### src/rtl/uart_txdma_pkg.sv
package uart_txdma_pkg;

  localparam logic [7:0] RG_IFLAG  = 8'h00;
  localparam logic [7:0] RG_IEN    = 8'h04;
  localparam logic [7:0] RG_EN     = 8'h08;
  localparam logic [7:0] RG_RST    = 8'h0C;
  localparam logic [7:0] RG_STOP   = 8'h10;
  localparam logic [7:0] RG_FLUSH  = 8'h14;
  localparam logic [7:0] RG_BASE   = 8'h1C;
  localparam logic [7:0] RG_LEN    = 8'h24;
  localparam logic [7:0] RG_THR    = 8'h28;
  localparam logic [7:0] RG_WPTR   = 8'h2C;
  localparam logic [7:0] RG_RPTR   = 8'h30;
  localparam logic [7:0] RG_FILL   = 8'h3C;
  localparam logic [7:0] RG_SPACE  = 8'h40;
  localparam logic [7:0] RG_DBG    = 8'h50;
  localparam logic [7:0] RG_BASEHI = 8'h54;

  typedef struct packed {
    logic stop_req;
    logic flush_busy;
    logic out_busy;
    logic fetch_busy;
  } dbg_t;

endpackage

### src/rtl/uart_txdma_ring.sv
module uart_txdma_ring #(
  parameter int OFS_W = 16
) (
  input  logic [OFS_W:0]   wr_ptr,
  input  logic [OFS_W:0]   rd_ptr,
  input  logic [OFS_W-1:0] ring_len,
  output logic [OFS_W:0]   fill,
  output logic [OFS_W:0]   space
);

  // Bytes between the read and write pointers, using the wrap parity.
  function automatic logic [OFS_W:0] ring_fill(
    input logic [OFS_W:0]   w,
    input logic [OFS_W:0]   r,
    input logic [OFS_W-1:0] l
  );
    logic [OFS_W:0] d;
    d = {1'b0, w[OFS_W-1:0]} - {1'b0, r[OFS_W-1:0]};
    if (w[OFS_W] != r[OFS_W]) d = d + {1'b0, l};
    return d;
  endfunction

  always_comb begin
    fill  = ring_fill(wr_ptr, rd_ptr, ring_len);
    space = {1'b0, ring_len} - fill;
  end

endmodule

### src/rtl/uart_txdma_regs.sv
module uart_txdma_regs
  import uart_txdma_pkg::*;
#(
  parameter int OFS_W  = 16,
  parameter int MEM_AW = 33,
  parameter int REG_AW = 8
) (
  input  logic              clk,
  input  logic              rst_n,
  input  logic              cfg_wr,
  input  logic [REG_AW-1:0] cfg_addr,
  input  logic [31:0]       cfg_wdata,
  output logic [31:0]       cfg_rdata,
  input  logic [OFS_W:0]    rd_ptr,
  input  logic [OFS_W:0]    fill,
  input  logic [OFS_W:0]    space,
  input  logic              fetch_busy,
  input  logic              out_busy,
  output logic              ch_en,
  output logic              stop_req,
  output logic              warm_rst,
  output logic [OFS_W:0]    wr_ptr,
  output logic [OFS_W-1:0]  ring_len,
  output logic [MEM_AW-1:0] base_addr,
  output logic              irq
);

  localparam int HI_W = MEM_AW - 32;

  logic              iflag_q, ien_q, flush_q;
  logic [OFS_W-1:0]  thr_q;
  logic [31:0]       base_lo_q;
  logic [HI_W-1:0]   base_hi_q;
  logic              drained;
  dbg_t              dbg;

  function automatic logic hit(input logic [REG_AW-1:0] a, input logic [7:0] r);
    return a == REG_AW'(r);
  endfunction

  assign warm_rst  = cfg_wr && hit(cfg_addr, RG_RST) && cfg_wdata[0];
  assign drained   = (fill == '0) && !fetch_busy && !out_busy;
  assign base_addr = {base_hi_q, base_lo_q};
  assign irq       = iflag_q & ien_q;

  always_ff @(posedge clk or negedge rst_n) begin
    if (!rst_n) begin
      ch_en     <= 1'b0;
      stop_req  <= 1'b0;
      flush_q   <= 1'b0;
      iflag_q   <= 1'b0;
      ien_q     <= 1'b0;
      wr_ptr    <= '0;
      ring_len  <= '0;
      thr_q     <= '0;
      base_lo_q <= '0;
      base_hi_q <= '0;
    end else if (warm_rst) begin
      ch_en    <= 1'b0;
      stop_req <= 1'b0;
      flush_q  <= 1'b0;
      iflag_q  <= 1'b0;
      wr_ptr   <= '0;
    end else begin
      // enable: stop request wins over software writes
      if (stop_req && !fetch_busy) ch_en <= 1'b0;
      else if (cfg_wr && hit(cfg_addr, RG_EN) && !stop_req) ch_en <= cfg_wdata[0];

      if (cfg_wr && hit(cfg_addr, RG_STOP)) stop_req <= cfg_wdata[0];

      if (cfg_wr && hit(cfg_addr, RG_FLUSH) && cfg_wdata[0]) flush_q <= 1'b1;
      else if (flush_q && drained) flush_q <= 1'b0;

      if (cfg_wr && hit(cfg_addr, RG_IFLAG)) iflag_q <= 1'b0;
      else if (ch_en && (space >= {1'b0, thr_q})) iflag_q <= 1'b1;

      if (cfg_wr && hit(cfg_addr, RG_IEN))    ien_q     <= cfg_wdata[0];
      if (cfg_wr && hit(cfg_addr, RG_WPTR))   wr_ptr    <= cfg_wdata[OFS_W:0];
      if (cfg_wr && hit(cfg_addr, RG_LEN))    ring_len  <= cfg_wdata[OFS_W-1:0];
      if (cfg_wr && hit(cfg_addr, RG_THR))    thr_q     <= cfg_wdata[OFS_W-1:0];
      if (cfg_wr && hit(cfg_addr, RG_BASE))   base_lo_q <= cfg_wdata;
      if (cfg_wr && hit(cfg_addr, RG_BASEHI)) base_hi_q <= cfg_wdata[HI_W-1:0];
    end
  end

  always_comb begin
    dbg = '{stop_req: stop_req, flush_busy: flush_q,
            out_busy: out_busy, fetch_busy: fetch_busy};
    cfg_rdata = '0;
    if      (hit(cfg_addr, RG_IFLAG))  cfg_rdata = 32'(iflag_q);
    else if (hit(cfg_addr, RG_IEN))    cfg_rdata = 32'(ien_q);
    else if (hit(cfg_addr, RG_EN))     cfg_rdata = 32'(ch_en);
    else if (hit(cfg_addr, RG_STOP))   cfg_rdata = 32'(stop_req);
    else if (hit(cfg_addr, RG_FLUSH))  cfg_rdata = 32'(flush_q);
    else if (hit(cfg_addr, RG_BASE))   cfg_rdata = base_lo_q;
    else if (hit(cfg_addr, RG_LEN))    cfg_rdata = 32'(ring_len);
    else if (hit(cfg_addr, RG_THR))    cfg_rdata = 32'(thr_q);
    else if (hit(cfg_addr, RG_WPTR))   cfg_rdata = 32'(wr_ptr);
    else if (hit(cfg_addr, RG_RPTR))   cfg_rdata = 32'(rd_ptr);
    else if (hit(cfg_addr, RG_FILL))   cfg_rdata = 32'(fill);
    else if (hit(cfg_addr, RG_SPACE))  cfg_rdata = 32'(space);
    else if (hit(cfg_addr, RG_DBG))    cfg_rdata = 32'(dbg);
    else if (hit(cfg_addr, RG_BASEHI)) cfg_rdata = 32'(base_hi_q);
  end

endmodule

### src/rtl/uart_txdma_fetch.sv
module uart_txdma_fetch #(
  parameter int OFS_W  = 16,
  parameter int MEM_AW = 33
) (
  input  logic              clk,
  input  logic              rst_n,
  input  logic              warm_rst,
  input  logic              ch_en,
  input  logic              stop_req,
  input  logic [OFS_W:0]    fill,
  input  logic [OFS_W-1:0]  ring_len,
  input  logic [MEM_AW-1:0] base_addr,
  output logic              mem_rd,
  output logic [MEM_AW-1:0] mem_addr,
  input  logic [7:0]        mem_rdata,
  output logic              tx_valid,
  output logic [7:0]        tx_data,
  input  logic              tx_ready,
  output logic [OFS_W:0]    rd_ptr,
  output logic              inflight
);

  logic       out_v_q;
  logic [7:0] out_d_q;
  logic       fetch_go;

  // One-byte pointer step with wrap-parity toggle at the ring length.
  function automatic logic [OFS_W:0] ptr_step(
    input logic [OFS_W:0]   p,
    input logic [OFS_W-1:0] l
  );
    logic [OFS_W:0] s;
    s = {1'b0, p[OFS_W-1:0]} + 1'b1;
    if (s >= {1'b0, l}) begin
      s = s - {1'b0, l};
      return {~p[OFS_W], s[OFS_W-1:0]};
    end
    return {p[OFS_W], s[OFS_W-1:0]};
  endfunction

  assign fetch_go = ch_en && !stop_req && (fill != '0) && !inflight && !out_v_q;
  assign mem_rd   = fetch_go;
  assign mem_addr = base_addr + {{(MEM_AW-OFS_W){1'b0}}, rd_ptr[OFS_W-1:0]};
  assign tx_valid = out_v_q;
  assign tx_data  = out_d_q;

  always_ff @(posedge clk or negedge rst_n) begin
    if (!rst_n) begin
      rd_ptr   <= '0;
      inflight <= 1'b0;
      out_v_q  <= 1'b0;
      out_d_q  <= '0;
    end else if (warm_rst) begin
      rd_ptr   <= '0;
      inflight <= 1'b0;
      out_v_q  <= 1'b0;
    end else begin
      if (fetch_go) rd_ptr <= ptr_step(rd_ptr, ring_len);
      inflight <= fetch_go;
      if (inflight) begin
        out_v_q <= 1'b1;
        out_d_q <= mem_rdata;
      end else if (out_v_q && tx_ready) begin
        out_v_q <= 1'b0;
      end
    end
  end

endmodule

### src/rtl/uart_txdma_chan.sv
module uart_txdma_chan #(
  parameter int OFS_W  = 16,
  parameter int MEM_AW = 33,
  parameter int REG_AW = 8
) (
  input  logic              clk,
  input  logic              rst_n,
  input  logic              cfg_wr,
  input  logic [REG_AW-1:0] cfg_addr,
  input  logic [31:0]       cfg_wdata,
  output logic [31:0]       cfg_rdata,
  output logic              mem_rd,
  output logic [MEM_AW-1:0] mem_addr,
  input  logic [7:0]        mem_rdata,
  output logic              tx_valid,
  output logic [7:0]        tx_data,
  input  logic              tx_ready,
  output logic              irq
);

  logic              ch_en, stop_req, warm_rst, fetch_inflight;
  logic [OFS_W:0]    wr_ptr, rd_ptr, valid_sz, left_sz;
  logic [OFS_W-1:0]  ring_len;
  logic [MEM_AW-1:0] base_addr;

  uart_txdma_regs #(.OFS_W(OFS_W), .MEM_AW(MEM_AW), .REG_AW(REG_AW)) regs_i (
    .clk(clk), .rst_n(rst_n),
    .cfg_wr(cfg_wr), .cfg_addr(cfg_addr), .cfg_wdata(cfg_wdata), .cfg_rdata(cfg_rdata),
    .rd_ptr(rd_ptr), .fill(valid_sz), .space(left_sz),
    .fetch_busy(fetch_inflight), .out_busy(tx_valid),
    .ch_en(ch_en), .stop_req(stop_req), .warm_rst(warm_rst),
    .wr_ptr(wr_ptr), .ring_len(ring_len), .base_addr(base_addr), .irq(irq)
  );

  uart_txdma_ring #(.OFS_W(OFS_W)) ring_i (
    .wr_ptr(wr_ptr), .rd_ptr(rd_ptr), .ring_len(ring_len),
    .fill(valid_sz), .space(left_sz)
  );

  uart_txdma_fetch #(.OFS_W(OFS_W), .MEM_AW(MEM_AW)) fetch_i (
    .clk(clk), .rst_n(rst_n), .warm_rst(warm_rst),
    .ch_en(ch_en), .stop_req(stop_req), .fill(valid_sz), .ring_len(ring_len),
    .base_addr(base_addr),
    .mem_rd(mem_rd), .mem_addr(mem_addr), .mem_rdata(mem_rdata),
    .tx_valid(tx_valid), .tx_data(tx_data), .tx_ready(tx_ready),
    .rd_ptr(rd_ptr), .inflight(fetch_inflight)
  );

endmodule

### config.mk
export PLATFORM = sky130hd
export DESIGN_NAME = uart_txdma_chan
export DESIGN_NICKNAME = d
export VERILOG_FILES = /design/src/rtl/uart_txdma_pkg.sv /design/src/rtl/uart_txdma_ring.sv /design/src/rtl/uart_txdma_regs.sv /design/src/rtl/uart_txdma_fetch.sv /design/src/rtl/uart_txdma_chan.sv
export SDC_FILE = /design/constraint.sdc
export NUM_CORES = 1
export LEC_CHECK = 0
export BUFFER_PORTS_ARGS = -buffer_cell sky130_fd_sc_hd__clkbuf_2
export CORE_UTILIZATION = 61
export DETAILED_ROUTE_END_ITERATION = 12
export PLACE_DENSITY = 0.83
export SYNTH_ARGS = -nofsm -noshare
export SYNTH_HDL_FRONTEND = slang
export SYNTH_SLANG_ARGS = --single-unit
### constraint.sdc
create_clock -name clk -period 8.7 [get_ports clk]
set_input_delay 0.87 -clock clk [delete_from_list [all_inputs] [get_ports clk]]
set_output_delay 0.87 -clock clk [all_outputs]
set_load 0.01 [all_outputs]
Yosys cells after proc, flatten, opt, wreduce, memory -nomap -nowiden
Cells that the tools add are included.
Word-level totals
  bits in registers: 114
  word-level logic and storage cells: 126
  bits of input ports: 52
Operators by class
  $add $sub $neg: 6
  eq/ne operators: 15
  multiplexer cells: 40
  reductions and logical operators: 45
  bitwise logic cells: 3
  magnitude comparators: 2
Operators with widths (number)
  2-to-1 mux 32 bit: 13
  2-to-1 mux 17 bit: 7
  == test 8 x 6 -> 1 bit, second input constant: 5
  >= comparator 17 x 16 -> 1 bit: 2
  adder 33 x 16 -> 33 bit: 1
  == test 8 x 5 -> 1 bit, second input constant: 3
  == test 8 x 7 -> 1 bit, second input constant: 3
  logical AND 1 bit: 24
  2-to-1 mux 1 bit: 19
  adder 16 x 1 -> 17 bit, second input constant: 1
  adder 17 x 16 -> 17 bit: 1
  zero test 17 bit: 1
  nonzero test 17 bit: 1
  subtractor 16 x 16 -> 17 bit: 1
  subtractor 16 x 17 -> 17 bit: 1
  == test 8 x 4 -> 1 bit, second input constant: 2
  2-to-1 mux 16 bit: 1
  subtractor 16 bit: 1
  AND reduction 2 bit: 7
  nonzero test 3 bit: 4
  == test 8 x 3 -> 1 bit, second input constant: 1
  zero test 8 bit: 1
  nonzero test 2 bit: 4
  zero test 1 bit: 3
  3 further kinds: 4

Depth between registers and ports, before layout
  depth after elaboration: 16
  depth in mapped cells: 33
  depth with buffers taken out: 33

Hierarchy
From an unflattened synthesis, not the netlist that was laid out.
Second synthesis, totals
  cells, all modules: 1364
  area total of the unflattened synthesis: 11703.7 um2
By module, submodules not included
  uart_txdma_regs: area each 5425.2 um2, times used 1, cells an instance 527, seq. area each 2177.1 um2
  uart_txdma_fetch: area each 3860.0 um2, times used 1, cells an instance 495, seq. area each 675.6 um2
  uart_txdma_ring: area each 2418.6 um2, times used 1, cells an instance 342, seq. area each 0.0 um2

Worst setup path before layout
No wires, ideal clock.
  path type: register -> output
  from: register fetch_i.rd_ptr[0]
  to: output port cfg_rdata[14]
  arrival: 5.337 ns
  cell stages (with the launch flop): 28
  path buffers: 0
  setup slack: 2.493 ns
  cells stage by stage: dfrtp_1 > ha_1 > fa_1 > nor2b_1 > o21a_1 > nor2_1 > xnor2_1 > ha_1 > o21a_1 > o31a_1 > o21ai_1 > nand2b_1 > a21o_1 > a21oi_1 > xnor2_1 > mux2i_1 > ha_1 > a21o_1 > a21oi_1 > a21boi_0 > nor2_1 > o311ai_0 > o31ai_1 > maj3_1 > o21ai_1 > xnor2_1 > and3_1 > o31a_1
On the way
  cells in the longest elaborated chain, start to end: 16
Ends and longest elaborated chain
  start, declared: RTL line uart_txdma_fetch.sv:19  | output logic [OFS_W:0] rd_ptr,
  start signal, assigned: RTL line uart_txdma_fetch.sv:58  | if (fetch_go) rd_ptr <= ptr_step(rd_ptr, ring_len);
  subtractor 16 x 16 -> 17 bit *: RTL line uart_txdma_ring.sv:18  | d = {1'b0, w[OFS_W-1:0]} - {1'b0, r[OFS_W-1:0]};
  adder 17 x 16 -> 17 bit: RTL line uart_txdma_ring.sv:19  | if (w[OFS_W] != r[OFS_W]) d = d + {1'b0, l};
  2-to-1 mux 17 bit *: RTL line uart_txdma_ring.sv:19
  subtractor 16 x 17 -> 17 bit: RTL line uart_txdma_ring.sv:25  | space = {1'b0, ring_len} - fill;
  2-to-1 mux 32 bit: RTL line uart_txdma_regs.sv:101  | else if (hit(cfg_addr, RG_SPACE)) cfg_rdata = 32'(space);
  2-to-1 mux 32 bit *: RTL line uart_txdma_regs.sv:100  | else if (hit(cfg_addr, RG_FILL)) cfg_rdata = 32'(fill);
  2-to-1 mux 32 bit *: RTL line uart_txdma_regs.sv:99  | else if (hit(cfg_addr, RG_RPTR)) cfg_rdata = 32'(rd_ptr);
  2-to-1 mux 32 bit *: RTL line uart_txdma_regs.sv:98  | else if (hit(cfg_addr, RG_WPTR)) cfg_rdata = 32'(wr_ptr);
  2-to-1 mux 32 bit *: RTL line uart_txdma_regs.sv:97  | else if (hit(cfg_addr, RG_THR)) cfg_rdata = 32'(thr_q);
  2-to-1 mux 32 bit *: RTL line uart_txdma_regs.sv:96  | else if (hit(cfg_addr, RG_LEN)) cfg_rdata = 32'(ring_len);
  2-to-1 mux 32 bit *: RTL line uart_txdma_regs.sv:95  | else if (hit(cfg_addr, RG_BASE)) cfg_rdata = base_lo_q;
  2-to-1 mux 32 bit *: RTL line uart_txdma_regs.sv:94  | else if (hit(cfg_addr, RG_FLUSH)) cfg_rdata = 32'(flush_q);
  2-to-1 mux 32 bit *: RTL line uart_txdma_regs.sv:93  | else if (hit(cfg_addr, RG_STOP)) cfg_rdata = 32'(stop_req);
  2-to-1 mux 32 bit *: RTL line uart_txdma_regs.sv:92  | else if (hit(cfg_addr, RG_EN)) cfg_rdata = 32'(ch_en);
  2-to-1 mux 32 bit *: RTL line uart_txdma_regs.sv:91  | else if (hit(cfg_addr, RG_IEN)) cfg_rdata = 32'(ien_q);
  2-to-1 mux 32 bit *: RTL line uart_txdma_regs.sv:90  | if (hit(cfg_addr, RG_IFLAG)) cfg_rdata = 32'(iflag_q);
  end, declared: RTL line uart_txdma_chan.sv:11  | output logic [31:0] cfg_rdata,
Every way passes the cells marked *; elsewhere a longest branch is shown, timed or not.

Worst setup path after layout
Same ends and word-level chain as after synthesis.

==> metrics.log <==
INFO  metric fillers = 1370
INFO  metric dieArea = 18400 sq um
INFO  metric worst_slew_pin_slew = 1.18 ns
INFO  metric antenna_left = 0
INFO  metric worst-endpoint-required = a little under 8 ns
INFO  metric root_buffer = sky130_fd_sc_hd__clkbuf_16
INFO  metric clock_power_share = 0.202
INFO  metric port_buffers = 127
INFO  metric most_common_library_cell_in_the_layout_ignoring_fill_and_taps = sky130_fd_sc_hd__clkbuf_2
INFO  metric max_cap_check_violation_count = 0
INFO  metric maximum_fanout_encountered_on_the_critical_timing_path = 8
INFO  metric die_height = 136 microns
INFO  metric grt_max_degree = 63
INFO  metric report.final.setup_viol = 0
INFO  metric cts_inserted_buffers = 17
INFO  metric power_report.internal_total = 1.96 mW
INFO  metric max-vdd-ir-drop = 0.000213 V
INFO  metric switchingPower = about 1.8 mW
INFO  metric grt_util_all_layers = 0.431
INFO  metric clk_pin_slew_worst_paths = 0.06 ns
INFO  metric timing.final.ws_setup = 1.04 ns
INFO  metric final_cell_area = 12300 sq um
INFO  metric grt_pass1_wl = around 60 mm
INFO  metric slew_viol_final = 0
INFO  metric vias = 11300
INFO  metric yosysWarnings = 0
INFO  metric vias_in_the_first_global_route = 10700
INFO  metric synth_fp_nets = 1439
INFO  metric number_of_synthesized_flops_with_an_enable_pin = 0
INFO  metric hp-class = input pin to asynchronous set/reset pin
INFO  metric yosys_most_used_dff = sky130_fd_sc_hd__dfrtp_1
INFO  metric routability_congestion_estimate = 1.00
INFO  metric number_of_nets_at_the_end_of_the_flow = 1549
INFO  metric tritoncts = built
INFO  metric critPathCaptureType = output port
INFO  metric antenna_found_initial = 0
INFO  metric fp.dieW = 136 microns
INFO  metric antenna-diode-count = 0
INFO  metric setup_tns = 0 ns
INFO  metric total_length_of_routed_wires = 38.4 mm
INFO  metric endpoint_arrival_time_on_the_critical_path = between 6 and 7 ns
INFO  metric timing.final.crit_share = 0.881
INFO  metric worstSkewPairLatency = 0.44 ns
INFO  metric grt_setup_unrepaired = false
INFO  metric average_wire_per_cell_in_the_routed_design = 23.5 microns
INFO  metric fin_worst_skew = 0.0118 ns
INFO  metric drcViolationCount = 0
INFO  metric post_cts_hold_buffer_count = 0
INFO  metric first_pass_iters = 8
INFO  metric synthArstFlopShare = 1.00
INFO  metric cts_max_level = 4
INFO  metric multi_input_area = 7570 sq um
INFO  metric timing.setup.critical_path_class = register to output port
INFO  metric floorplan.rows = 48
INFO  metric synthDominantCellAreaShare = 0.262
INFO  metric sequentialPowerShare = 0.194
INFO  metric fp.coreArea = 17400 sq um
INFO  metric final_hold_viol_count = 0
INFO  metric grt_remaining_overflow = 0
INFO  metric final_standard_cell_utilization_of_the_core = 0.711
INFO  metric outcome = finished, final reports clean
INFO  metric max_slew_margin = 0.214
INFO  metric detail_route.vias_per_cell = 6.90
INFO  metric post-route-min-period = 7.66 ns
INFO  metric place.detailed.hpwl = 28.1 mm
INFO  metric floorplan.io_pins = roughly 130
INFO  metric numClockSinks = 114
INFO  metric cts_max_path_buffers = 2
INFO  metric synthDominantAreaCellType = sky130_fd_sc_hd__dfrtp_1
INFO  metric post_route_cells_drive_above_1_share = 0.198
INFO  metric timing.critical_path.from_type = register
INFO  metric power.density_cell_area = roughly 300 nW/um^2
INFO  metric area.sequential = 2850 sq um
INFO  metric flow.area_growth_from_synthesis = 13.4%
INFO  metric synth_area = between 10000 and 15000 sq um
INFO  metric synth_cell_types = 82
INFO  metric post_cts_buffers = 0
INFO  metric synth.avg_cell_area = 8.45 sq um
INFO  metric max_freq = ~130 MHz
INFO  metric syn_inst = 1288
INFO  metric share_comb_of_total_power = 0.604
INFO  metric sw_frac_of_total = 0.474
INFO  metric initial_core_util = 0.627
INFO  metric total_leakage_power = 5.80 nW
INFO  metric postSynthRegisterBits = 114
INFO  metric synth.top_cells.by_area = sky130_fd_sc_hd__dfrtp_1 (26%), sky130_fd_sc_hd__ha_1 (11%), sky130_fd_sc_hd__mux2_2 (7.7%), sky130_fd_sc_hd__xnor2_1 (5.7%), sky130_fd_sc_hd__a21oi_1 (4.3%)
INFO  metric ctsResizeCount = 0
INFO  metric dpl-instance-area = 11700 sq um
INFO  metric first_iter_violations = 1431
INFO  metric layout_common_cells = sky130_fd_sc_hd__clkbuf_2 (126), sky130_fd_sc_hd__dfrtp_1 (114), sky130_fd_sc_hd__nand2_1 (108), sky130_fd_sc_hd__a21oi_1 (94), sky130_fd_sc_hd__ha_1 (94)
INFO  metric post-place-ws = 1.66 ns
INFO  metric synth_sequential_area_ratio = 0.262
INFO  metric fin_total_pwr = 3.74 mW
[state kept, by name, indices dropped and copies added, names as in the netlist, 8 cells and up]
| signal | count |
|---|---|
| regs_i.base_lo_q | 32 |
| fetch_i.rd_ptr | 17 |
| regs_i.wr_ptr | 17 |
| regs_i.ring_len | 16 |
| regs_i.thr_q | 16 |
| fetch_i.tx_data | 8 |
[critical path: stages (launching register included)]
cell,delay (ns)
sky130_fd_sc_hd__dfrtp_1,0.47
sky130_fd_sc_hd__ha_1,0.26
sky130_fd_sc_hd__fa_1,0.42
sky130_fd_sc_hd__nor2b_1,0.19
sky130_fd_sc_hd__o2111a_1,0.32
sky130_fd_sc_hd__nor3_1,0.12
sky130_fd_sc_hd__xnor2_1,0.18
sky130_fd_sc_hd__ha_1,0.28
sky130_fd_sc_hd__nor4_1,0.28
sky130_fd_sc_hd__o21ai_1,0.19
sky130_fd_sc_hd__a31o_1,0.28
sky130_fd_sc_hd__a21oi_2,0.14
sky130_fd_sc_hd__xnor2_1,0.09
sky130_fd_sc_hd__mux2i_1,0.25
sky130_fd_sc_hd__ha_1,0.31
sky130_fd_sc_hd__a21oi_1,0.20
sky130_fd_sc_hd__a21boi_0,0.31
sky130_fd_sc_hd__nor2_1,0.13
sky130_fd_sc_hd__o311ai_0,0.34
sky130_fd_sc_hd__o31ai_1,0.22
sky130_fd_sc_hd__maj3_1,0.43
sky130_fd_sc_hd__o21ai_1,0.16
sky130_fd_sc_hd__xnor2_1,0.13
sky130_fd_sc_hd__and3_1,0.19
sky130_fd_sc_hd__o31a_1,0.32
sky130_fd_sc_hd__clkbuf_2,0.14
[cell usage after synthesis, types with 8 or more instances]
cell / n
sky130_fd_sc_hd__or3_1: 14
sky130_fd_sc_hd__nor2b_1: 17
sky130_fd_sc_hd__o31a_1: 8
sky130_fd_sc_hd__nor2_1: 85
sky130_fd_sc_hd__mux2_2: 74
sky130_fd_sc_hd__nor3_1: 26
sky130_fd_sc_hd__inv_1: 82
sky130_fd_sc_hd__a21oi_1: 94
sky130_fd_sc_hd__a21boi_0: 9
sky130_fd_sc_hd__ha_1: 94
sky130_fd_sc_hd__o211ai_1: 23
sky130_fd_sc_hd__a211oi_1: 16
sky130_fd_sc_hd__a22oi_1: 10
sky130_fd_sc_hd__and2_1: 11
sky130_fd_sc_hd__mux2i_1: 8
sky130_fd_sc_hd__o21a_1: 22
sky130_fd_sc_hd__o21ai_0: 71
sky130_fd_sc_hd__clkbuf_1: 38
sky130_fd_sc_hd__nand4_1: 13
sky130_fd_sc_hd__nand2_1: 108
sky130_fd_sc_hd__or2_2: 8
sky130_fd_sc_hd__dfrtp_1: 114
sky130_fd_sc_hd__and3_1: 32
sky130_fd_sc_hd__nor4_1: 9
sky130_fd_sc_hd__a221oi_1: 13
sky130_fd_sc_hd__xnor2_1: 71
sky130_fd_sc_hd__a21o_1: 20
sky130_fd_sc_hd__nand3_1: 39
sky130_fd_sc_hd__xor2_1: 16
sky130_fd_sc_hd__a31oi_1: 8
[routing by layer]
metal  up-vias  share of wire  global-route usage
li1       4997              -                   -
met5         -        0.00099              0.0194
met2       772           0.44               0.665
met1      5313           0.39               0.537
met4         2          0.061               0.242
met3       204           0.11               0.126
[final timing paths]
path / slack (ns) / depth (start not counted) / from / end
min reg2reg: 0.51 / 1 / fetch_i.tx_data[6] / fetch_i.tx_data[6]
min in group clk: 0.51 / 1 / fetch_i.tx_data[6] / fetch_i.tx_data[6]
max reg2reg: 1.62 / 29 / fetch_i.rd_ptr[0] / regs_i.iflag_q
min: 0.47 / 1 / rst_n / regs_i.base_lo_q[27]
max in group asynchronous: 6.90 / 2 / rst_n / regs_i.thr_q[2]
max: 1.04 / 25 / fetch_i.rd_ptr[0] / cfg_rdata[14]
[area by class of cell]
cell class                 count  share of cell area
clock buffer                  21              0.0365
tap                          225              0.0228
inverter                      83              0.0252
multi-input combinational   1043               0.613
sequential                   114               0.231
clock inverter                11              0.0125
timing repair buffer         139              0.0590
[kinds of logic after synthesis]
family | Yosys count | synth area share
xor+xnor | 87 | 0.0700
mux | 82 | 0.0839
flops | 114 | 0.262
buf+inv | 131 | 0.0469
compound gates | 386 | 0.243
fa+ha+maj | 101 | 0.119
simple gates | 387 | 0.175
[power by group through the flow]
stage	clock network, mW	registers, mW	logic [mW]
detailed placement	0	0.726	2.17
floorplan	0	0.677	1.62
global placement	0	0.721	2.14
global route	0.769	0.729	2.47
CTS	0.750	0.718	2.20
finish	0.756	0.724	2.26
[per-stage QoR]
stage	hold WS, ns	cells
4_1_cts	0.493	1636
3_5_place_dp	0.496	1604
2_1_floorplan	0.479	1288
3_3_place_gp	0.488	1604
6_report	0.469	1636
5_1_grt	0.528	1636
Note: power is estimated with default switching activity, not from simulation.
